$ cat config.mk
export PLATFORM = sky130hd
export DESIGN_NAME = bsh_barrel_shift
export DESIGN_NICKNAME = d
export VERILOG_FILES = /design/src/rtl/bsh_pkg.sv /design/src/rtl/bsh_amount_decode.sv /design/src/rtl/bsh_rotr_cascade.sv /design/src/rtl/bsh_mask_cascade.sv /design/src/rtl/bsh_barrel_shift.sv
export SDC_FILE = /design/constraint.sdc
export NUM_CORES = 1
export LEC_CHECK = 0
export CORE_AREA = 2 2 131 133
export DETAILED_ROUTE_END_ITERATION = 16
export DIE_AREA = 0 0 133 135
export GPL_ROUTABILITY_DRIVEN = 1
export HOLD_SLACK_MARGIN = 0.02
export PLACE_DENSITY_LB_ADDON = 0.08
export SETUP_SLACK_MARGIN = 0.02
export SYNTH_ARGS = -nofsm -noshare
export SYNTH_HDL_FRONTEND = slang
export SYNTH_SLANG_ARGS = --single-unit
$ cat constraint.sdc
create_clock -name clk -period 3.66 [get_ports clk]
set_clock_uncertainty 0.2 [all_clocks]
set_input_delay 0.915 -clock clk [delete_from_list [all_inputs] [get_ports clk]]
set_output_delay 0.915 -clock clk [all_outputs]
set_load 0.02 [all_outputs]
$ cat src/rtl/bsh_pkg.sv
package bsh_pkg;

    typedef enum logic [2:0] {
        SH_LSL = 3'd0,
        SH_LSR = 3'd1,
        SH_ASR = 3'd2,
        SH_ROR = 3'd3,
        SH_RRX = 3'd4
    } shift_kind_e;

    // Decoded control for one operation
    typedef struct packed {
        logic rrx;        // one-place rotate through carry
        logic pass;       // kind code with no shift behaviour
        logic is_zero;    // amount is zero
        logic full;       // amount >= width
        logic over;       // amount > width
        logic rev;        // run the right-hand core on a bit-reversed word
        logic fill_sign;  // vacated bits take the sign bit
        logic keep_all;   // rotation: no bit is replaced by fill
    } shift_ctl_t;

endpackage

$ cat src/rtl/bsh_amount_decode.sv
module bsh_amount_decode
    import bsh_pkg::*;
#(
    parameter int WIDTH = 32,
    parameter int AMT_W = 8,
    localparam int LOG_W = $clog2(WIDTH)
) (
    input  logic [2:0]       kind,
    input  logic [AMT_W-1:0] amount,
    output shift_ctl_t       ctl,
    output logic [LOG_W-1:0] rot_amt
);

    localparam logic [AMT_W-1:0] FULL_AMT = AMT_W'(WIDTH);

    shift_kind_e kind_e;
    assign kind_e  = shift_kind_e'(kind);
    assign rot_amt = amount[LOG_W-1:0];

    always_comb begin
        ctl           = '0;
        ctl.is_zero   = (amount == '0);
        ctl.full      = (amount >= FULL_AMT);
        ctl.over      = (amount >  FULL_AMT);
        unique case (kind_e)
            SH_LSL: ctl.rev       = 1'b1;
            SH_LSR: ctl.rev       = 1'b0;
            SH_ASR: ctl.fill_sign = 1'b1;
            SH_ROR: ctl.keep_all  = 1'b1;
            SH_RRX: ctl.rrx       = 1'b1;
            default: ctl.pass     = 1'b1;
        endcase
    end

endmodule

$ cat src/rtl/bsh_rotr_cascade.sv
module bsh_rotr_cascade #(
    parameter int WIDTH = 32,
    localparam int LOG_W = $clog2(WIDTH)
) (
    input  logic [WIDTH-1:0] din,
    input  logic [LOG_W-1:0] amt,
    output logic [WIDTH-1:0] dout
);

    logic [WIDTH-1:0] stage [0:LOG_W];
    assign stage[0] = din;

    for (genvar s = 0; s < LOG_W; s++) begin : g_stage
        localparam int SH = 1 << s;
        assign stage[s+1] = amt[s]
            ? {stage[s][SH-1:0], stage[s][WIDTH-1:SH]}
            : stage[s];
    end

    assign dout = stage[LOG_W];

endmodule

$ cat src/rtl/bsh_mask_cascade.sv
module bsh_mask_cascade #(
    parameter int WIDTH = 32,
    localparam int LOG_W = $clog2(WIDTH)
) (
    input  logic [LOG_W-1:0] amt,
    output logic [WIDTH-1:0] keep
);

    // A set bit marks a position that still holds data after a right shift
    logic [WIDTH-1:0] stage [0:LOG_W];
    assign stage[0] = '1;

    for (genvar s = 0; s < LOG_W; s++) begin : g_stage
        localparam int SH = 1 << s;
        assign stage[s+1] = amt[s] ? (stage[s] >> SH) : stage[s];
    end

    assign keep = stage[LOG_W];

endmodule

$ cat src/rtl/bsh_barrel_shift.sv
module bsh_barrel_shift
    import bsh_pkg::*;
#(
    parameter int WIDTH = 32,
    parameter int AMT_W = 8,
    localparam int LOG_W = $clog2(WIDTH)
) (
    input  logic             clk,
    input  logic             rst,
    input  logic [WIDTH-1:0] op_data,
    input  logic [2:0]       op_kind,
    input  logic [AMT_W-1:0] op_amount,
    input  logic             carry_in,
    output logic [WIDTH-1:0] shift_result,
    output logic             carry_out
);

    localparam logic [AMT_W-1:0] FULL_AMT = AMT_W'(WIDTH);

    shift_ctl_t       ctl;
    logic [LOG_W-1:0] rot_amt;
    logic [WIDTH-1:0] data_rev, core_in, core_rot, keep_m, keep, core, core_rev, post;
    logic             fill_bit;
    logic [WIDTH-1:0] next_res;
    logic             next_co;
    logic [WIDTH-1:0] res_q;
    logic             co_q;
    logic             primed_q;

    bsh_amount_decode #(.WIDTH(WIDTH), .AMT_W(AMT_W)) u_dec (
        .kind    (op_kind),
        .amount  (op_amount),
        .ctl     (ctl),
        .rot_amt (rot_amt)
    );

    // Left shifts reuse the right-hand core on a mirrored word
    for (genvar i = 0; i < WIDTH; i++) begin : g_rev
        assign data_rev[i] = op_data[WIDTH-1-i];
        assign core_rev[i] = core[WIDTH-1-i];
    end

    assign core_in = ctl.rev ? data_rev : op_data;

    bsh_rotr_cascade #(.WIDTH(WIDTH)) u_rot (
        .din  (core_in),
        .amt  (rot_amt),
        .dout (core_rot)
    );

    bsh_mask_cascade #(.WIDTH(WIDTH)) u_mask (
        .amt  (rot_amt),
        .keep (keep_m)
    );

    always_comb begin
        if (ctl.keep_all)  keep = '1;
        else if (ctl.full) keep = '0;
        else               keep = keep_m;
    end

    assign fill_bit = ctl.fill_sign & op_data[WIDTH-1];
    assign core     = (core_rot & keep) | ({WIDTH{fill_bit}} & ~keep);
    assign post     = ctl.rev ? core_rev : core;

    // Result and carry selection
    always_comb begin
        if (ctl.rrx) begin
            next_res = {carry_in, op_data[WIDTH-1:1]};
            next_co  = op_data[0];
        end else if (ctl.pass || ctl.is_zero) begin
            next_res = op_data;
            next_co  = carry_in;
        end else if (ctl.over && !ctl.keep_all) begin
            next_res = post;
            next_co  = fill_bit;
        end else begin
            next_res = post;
            next_co  = core_rot[WIDTH-1];
        end
    end

    // State register: marks that the previous edge was out of reset
    always_ff @(posedge clk) begin
        if (rst) primed_q <= 1'b0;
        else     primed_q <= 1'b1;
    end

    // Output register
    always_ff @(posedge clk) begin
        if (rst) begin
            res_q <= '0;
            co_q  <= 1'b0;
        end else begin
            res_q <= next_res;
            co_q  <= next_co;
        end
    end

    assign shift_result = res_q;
    assign carry_out    = co_q;


    reset_clear_chk: assert property (@(posedge clk)
        rst |=> (shift_result == '0 && !carry_out));


    rrx_path_chk: assert property (@(posedge clk) disable iff (rst)
        (primed_q && $past(op_kind) == 3'd4) |->
        (shift_result == {$past(carry_in), $past(op_data[WIDTH-1:1])}
         && carry_out == $past(op_data[0])));


    zero_amount_chk: assert property (@(posedge clk) disable iff (rst)
        (primed_q && $past(op_amount) == '0 && $past(op_kind) < 3'd4) |->
        (shift_result == $past(op_data) && carry_out == $past(carry_in)));


    beyond_width_chk: assert property (@(posedge clk) disable iff (rst)
        (primed_q && $past(op_kind) < 3'd2 && $past(op_amount) > FULL_AMT) |->
        (shift_result == '0 && !carry_out));


    asr_sign_fill_chk: assert property (@(posedge clk) disable iff (rst)
        (primed_q && $past(op_kind) == 3'd2 && $past(op_amount) >= FULL_AMT) |->
        (shift_result == {WIDTH{$past(op_data[WIDTH-1])}}
         && carry_out == $past(op_data[WIDTH-1])));


    ror_ones_kept_chk: assert property (@(posedge clk) disable iff (rst)
        (primed_q && $past(op_kind) == 3'd3) |->
        ($countones(shift_result) == $countones($past(op_data))));

endmodule

==> results_dict.tcl <==
set metrics [dict create \
    worstPathRequired_ps 3640 \
    crit_path_max_incr_delay_ps 540 \
    grt.overflow.total 0 \
    ys_seq_area_share_pct 12.4 \
    irDropWorstVdd_v 0.000154 \
    grt_pass1_wl_mm 46.3 \
    grt_use_met3_pct 6.46 \
    syn_avg_cell_area_um2 8.33 \
    drt_iter0_drc 970 \
    min_period_over_period_pct 100 \
    post_dp_cell_area_mm2 0.00777 \
    p_per_area_mw_per_mm2 251 \
    grtUsageMet1_pct 46.0 \
    synth-edff-count 0 \
    hp-class "primary input to flip-flop" \
    wirelength_mm 31.7 \
    die_h_um 135 \
    async_reset_ff_share_pct 0 \
    drcViolationCount 0 \
    startpoint_type "primary input" \
    cp_cell_sequence "clkdlybuf4s50_1 > buf_4 > mux4_2 > a2111oi_4 > buf_4 > a21oi_4 > mux4_2 > a211oi_2 > nor3_2" \
    final_net_count 913 \
    core.rowCount 47 \
    max_freq_ghz 0.273 \
    slew_headroom_pct 52.0 \
    cts_tree "done" \
    wire_per_inst_um 29.1 \
    p_leak_uw 0.00331 \
    top_usage_layer "met2" \
    cts_buffers 5 \
    critPathSlowestCell "mux4_2" \
    ys_ff_latch 33 \
    placedCellCount 1067 \
    areaGrowthSynthToFinish_pct 54.6 \
    nFillCells 1581 \
    synth_ff_type "dfxtp_1" \
    synth_fp_nets 687 \
    synth_cell_types 62 \
    crit_buf_inv 3 \
    place_congestion 0.992 \
    whs_ps 1150 \
    firstDrtPassIters 6 \
    syn_inst 641 \
    grt_pass1_vias 6772 \
    viasPerCell 6.45 \
    diodes 0 \
    die_w_um 133 \
    grt_usage_pct 35.2 \
    ant_nets 0 \
    tightest_slew_ps 713 \
    finalHoldViolations 0 \
    final_cell_area_mm2 0.00825 \
    period_minus_slack_ps 3670 \
    cts_sinks 33 \
    final_core_util_pct 50.3 \
    finalMaxSlewViolations 0 \
    ys_warn_count 0 \
    clkSlewWorstSetupHoldPaths_ps 60 \
    cts_max_path_buffers 2 \
    dpl_worst_slack_ps -720 \
    use_met2_pct 58.4 \
    arrival_ps 3640 \
    core_region_area_mm2 0.0164 \
    antenna_found_initial 0 \
    syn-cell-area_mm2 0.00534 \
    cp_top_family "multiplexers" \
    drive_gt1_share_pct 38.8 \
    vias 7013 \
    crit_start "op_data[29]" \
    dieArea_mm2 0.0180 \
    root_buffer "clkbuf_16" \
    pin_count 79 \
    cts_max_level 2 \
    instances_no_fill 1088 \
    status "finished, violations left" \
    grt_max_degree 43 \
    start_util_pct 32.5 \
    path_max_fanout 8 \
    failed_checks "negative setup slack" \
    fin_ws_ps -8.76 \
    setup_viol 1 \
    cap_violations 0 \
    cp-end-kind "flip-flop" \
    port_buffers 78 \
    path_class "primary input to flip-flop" \
    hp-start "op_kind[0]" \
    rsz0062_at_grt "yes" \
    hpwl_mm 25.0 \
]
==> cell usage in the layout, fill, tap and decap left out, types with 4 or more instances in the layout <==
cell             synthesis  routed
inv_1                    4       4
or3b_2                   5       5
buf_12                   0      12
clkdlybuf4s50_1          0      70
o21a_1                   5       5
mux2i_1                 59      48
dfxtp_1                 33      33
nor3_1                  46      44
a211oi_2                 2      10
mux2i_4                  1       5
or3_1                   22      21
o21ai_0                 29      29
buf_4                    0     187
nand3b_1                 9       9
buf_6                    6      12
nand3_1                  7       7
mux4_2                  56      56
a31oi_1                 12      12
mux2_2                   5       5
o22ai_1                 10      10
nand2_1                 44      43
a221oi_1                 4       4
a21oi_1                 49      44
mux2i_2                  0       7
o211a_1                  7       7
o211ai_1                 6       6
nor4_1                   7       6
a21oi_2                  0       4
a211oi_1                18       8
and2_1                   7       6
nand2b_1                 4       4
a22oi_1                  6       6
clkbuf_16                0       5
nor2_1                  64      63
dlymetal6s2s_1           0       4
==> cells in the mapped netlist (6+ instances only) <==
cell type / count / area, um2
a211oi_1: 18 / 135
a21oi_1: 49 / 245
a22oi_1: 6 / 45.0
a31oi_1: 12 / 75.1
and2_1: 7 / 43.8
buf_1: 13 / 48.8
buf_6: 6 / 67.6
clkbuf_1: 48 / 180
dfxtp_1: 33 / 661
mux2i_1: 59 / 591
mux4_2: 56 / 1260
nand2_1: 44 / 165
nand3_1: 7 / 35.0
nand3b_1: 9 / 67.6
nor2_1: 64 / 240
nor3_1: 46 / 230
nor4_1: 7 / 43.8
o211a_1: 7 / 70.1
o211ai_1: 6 / 45.0
o21ai_0: 29 / 145
o22ai_1: 10 / 62.6
or3_1: 22 / 138
==> logic make-up (layout without fill, tap and decap cells) <==
logic type / count (synthesis) / count (layout) / share of synthesized area (%)
multiplexers: 124 / 124 / 37.4
AND/OR/NAND/NOR: 229 / 229 / 21.4
buffers and inverters: 75 / 302 / 6.14
AO/OA/AOI/OAI: 180 / 180 / 22.7
flip-flops: 33 / 33 / 12.4
==> state kept, by name, indices dropped and copies added, names as in the netlist <==
register / count
carry_out: 1
shift_result: 32
==> final timing paths <==
check,slack (ps),endpoint,cells after the start
setup / recovery,-9,shift_result[19],9
hold / removal,1150,shift_result[7],7
==> through the flow <==
stage | total power [uW] | setup TNS [ps]
floorplan | 969 | -2.42
global placement | 1560 | -18360
detailed placement | 1560 | -18990
CTS | 2010 | 0
global route | 2130 | -196
finish | 2070 | -8.76
==> cell type report <==
cell class              instances  area [um2]  area share [%]
flip-flops and latches         33         661            8.00
repair buffers                287        2540            30.8
multi-input cells             533        4610            55.9
well taps                     220         275            3.34
clock inverters                 2        10.0           0.121
inverters                       7        26.3           0.318
clock buffers                   6         129            1.56
==> power breakdown <==
part | switching [uW] | internal, uW | leakage (uW) | total [uW]
Sequential | 12.1 | 390 | 0.000274 | 402
Combinational | 661 | 582 | 0.00296 | 1240
Clock | 177 | 250 | 0.0000706 | 427
Total | 850 | 1220 | 0.00331 | 2070
==> layer usage <==
metal  part of all wire, %  vias up
met5                     0        -
li1                      -     2981
met2                    46      508
met1                    40     3424
met3                   9.8      100
met4                   4.9        0
==> repair_timing <==
| item | in CTS | in global routing |
|---|---|---|
| pin swaps | 2 | 9 |
| setup endpoints to repair | 33 | 31 |
| hold buffers | 0 | 0 |
| gates cloned | 1 | 0 |
| resized for setup | 33 | 36 |
| setup buffers | 8 | 5 |
Power figures use the tool's default switching activity.
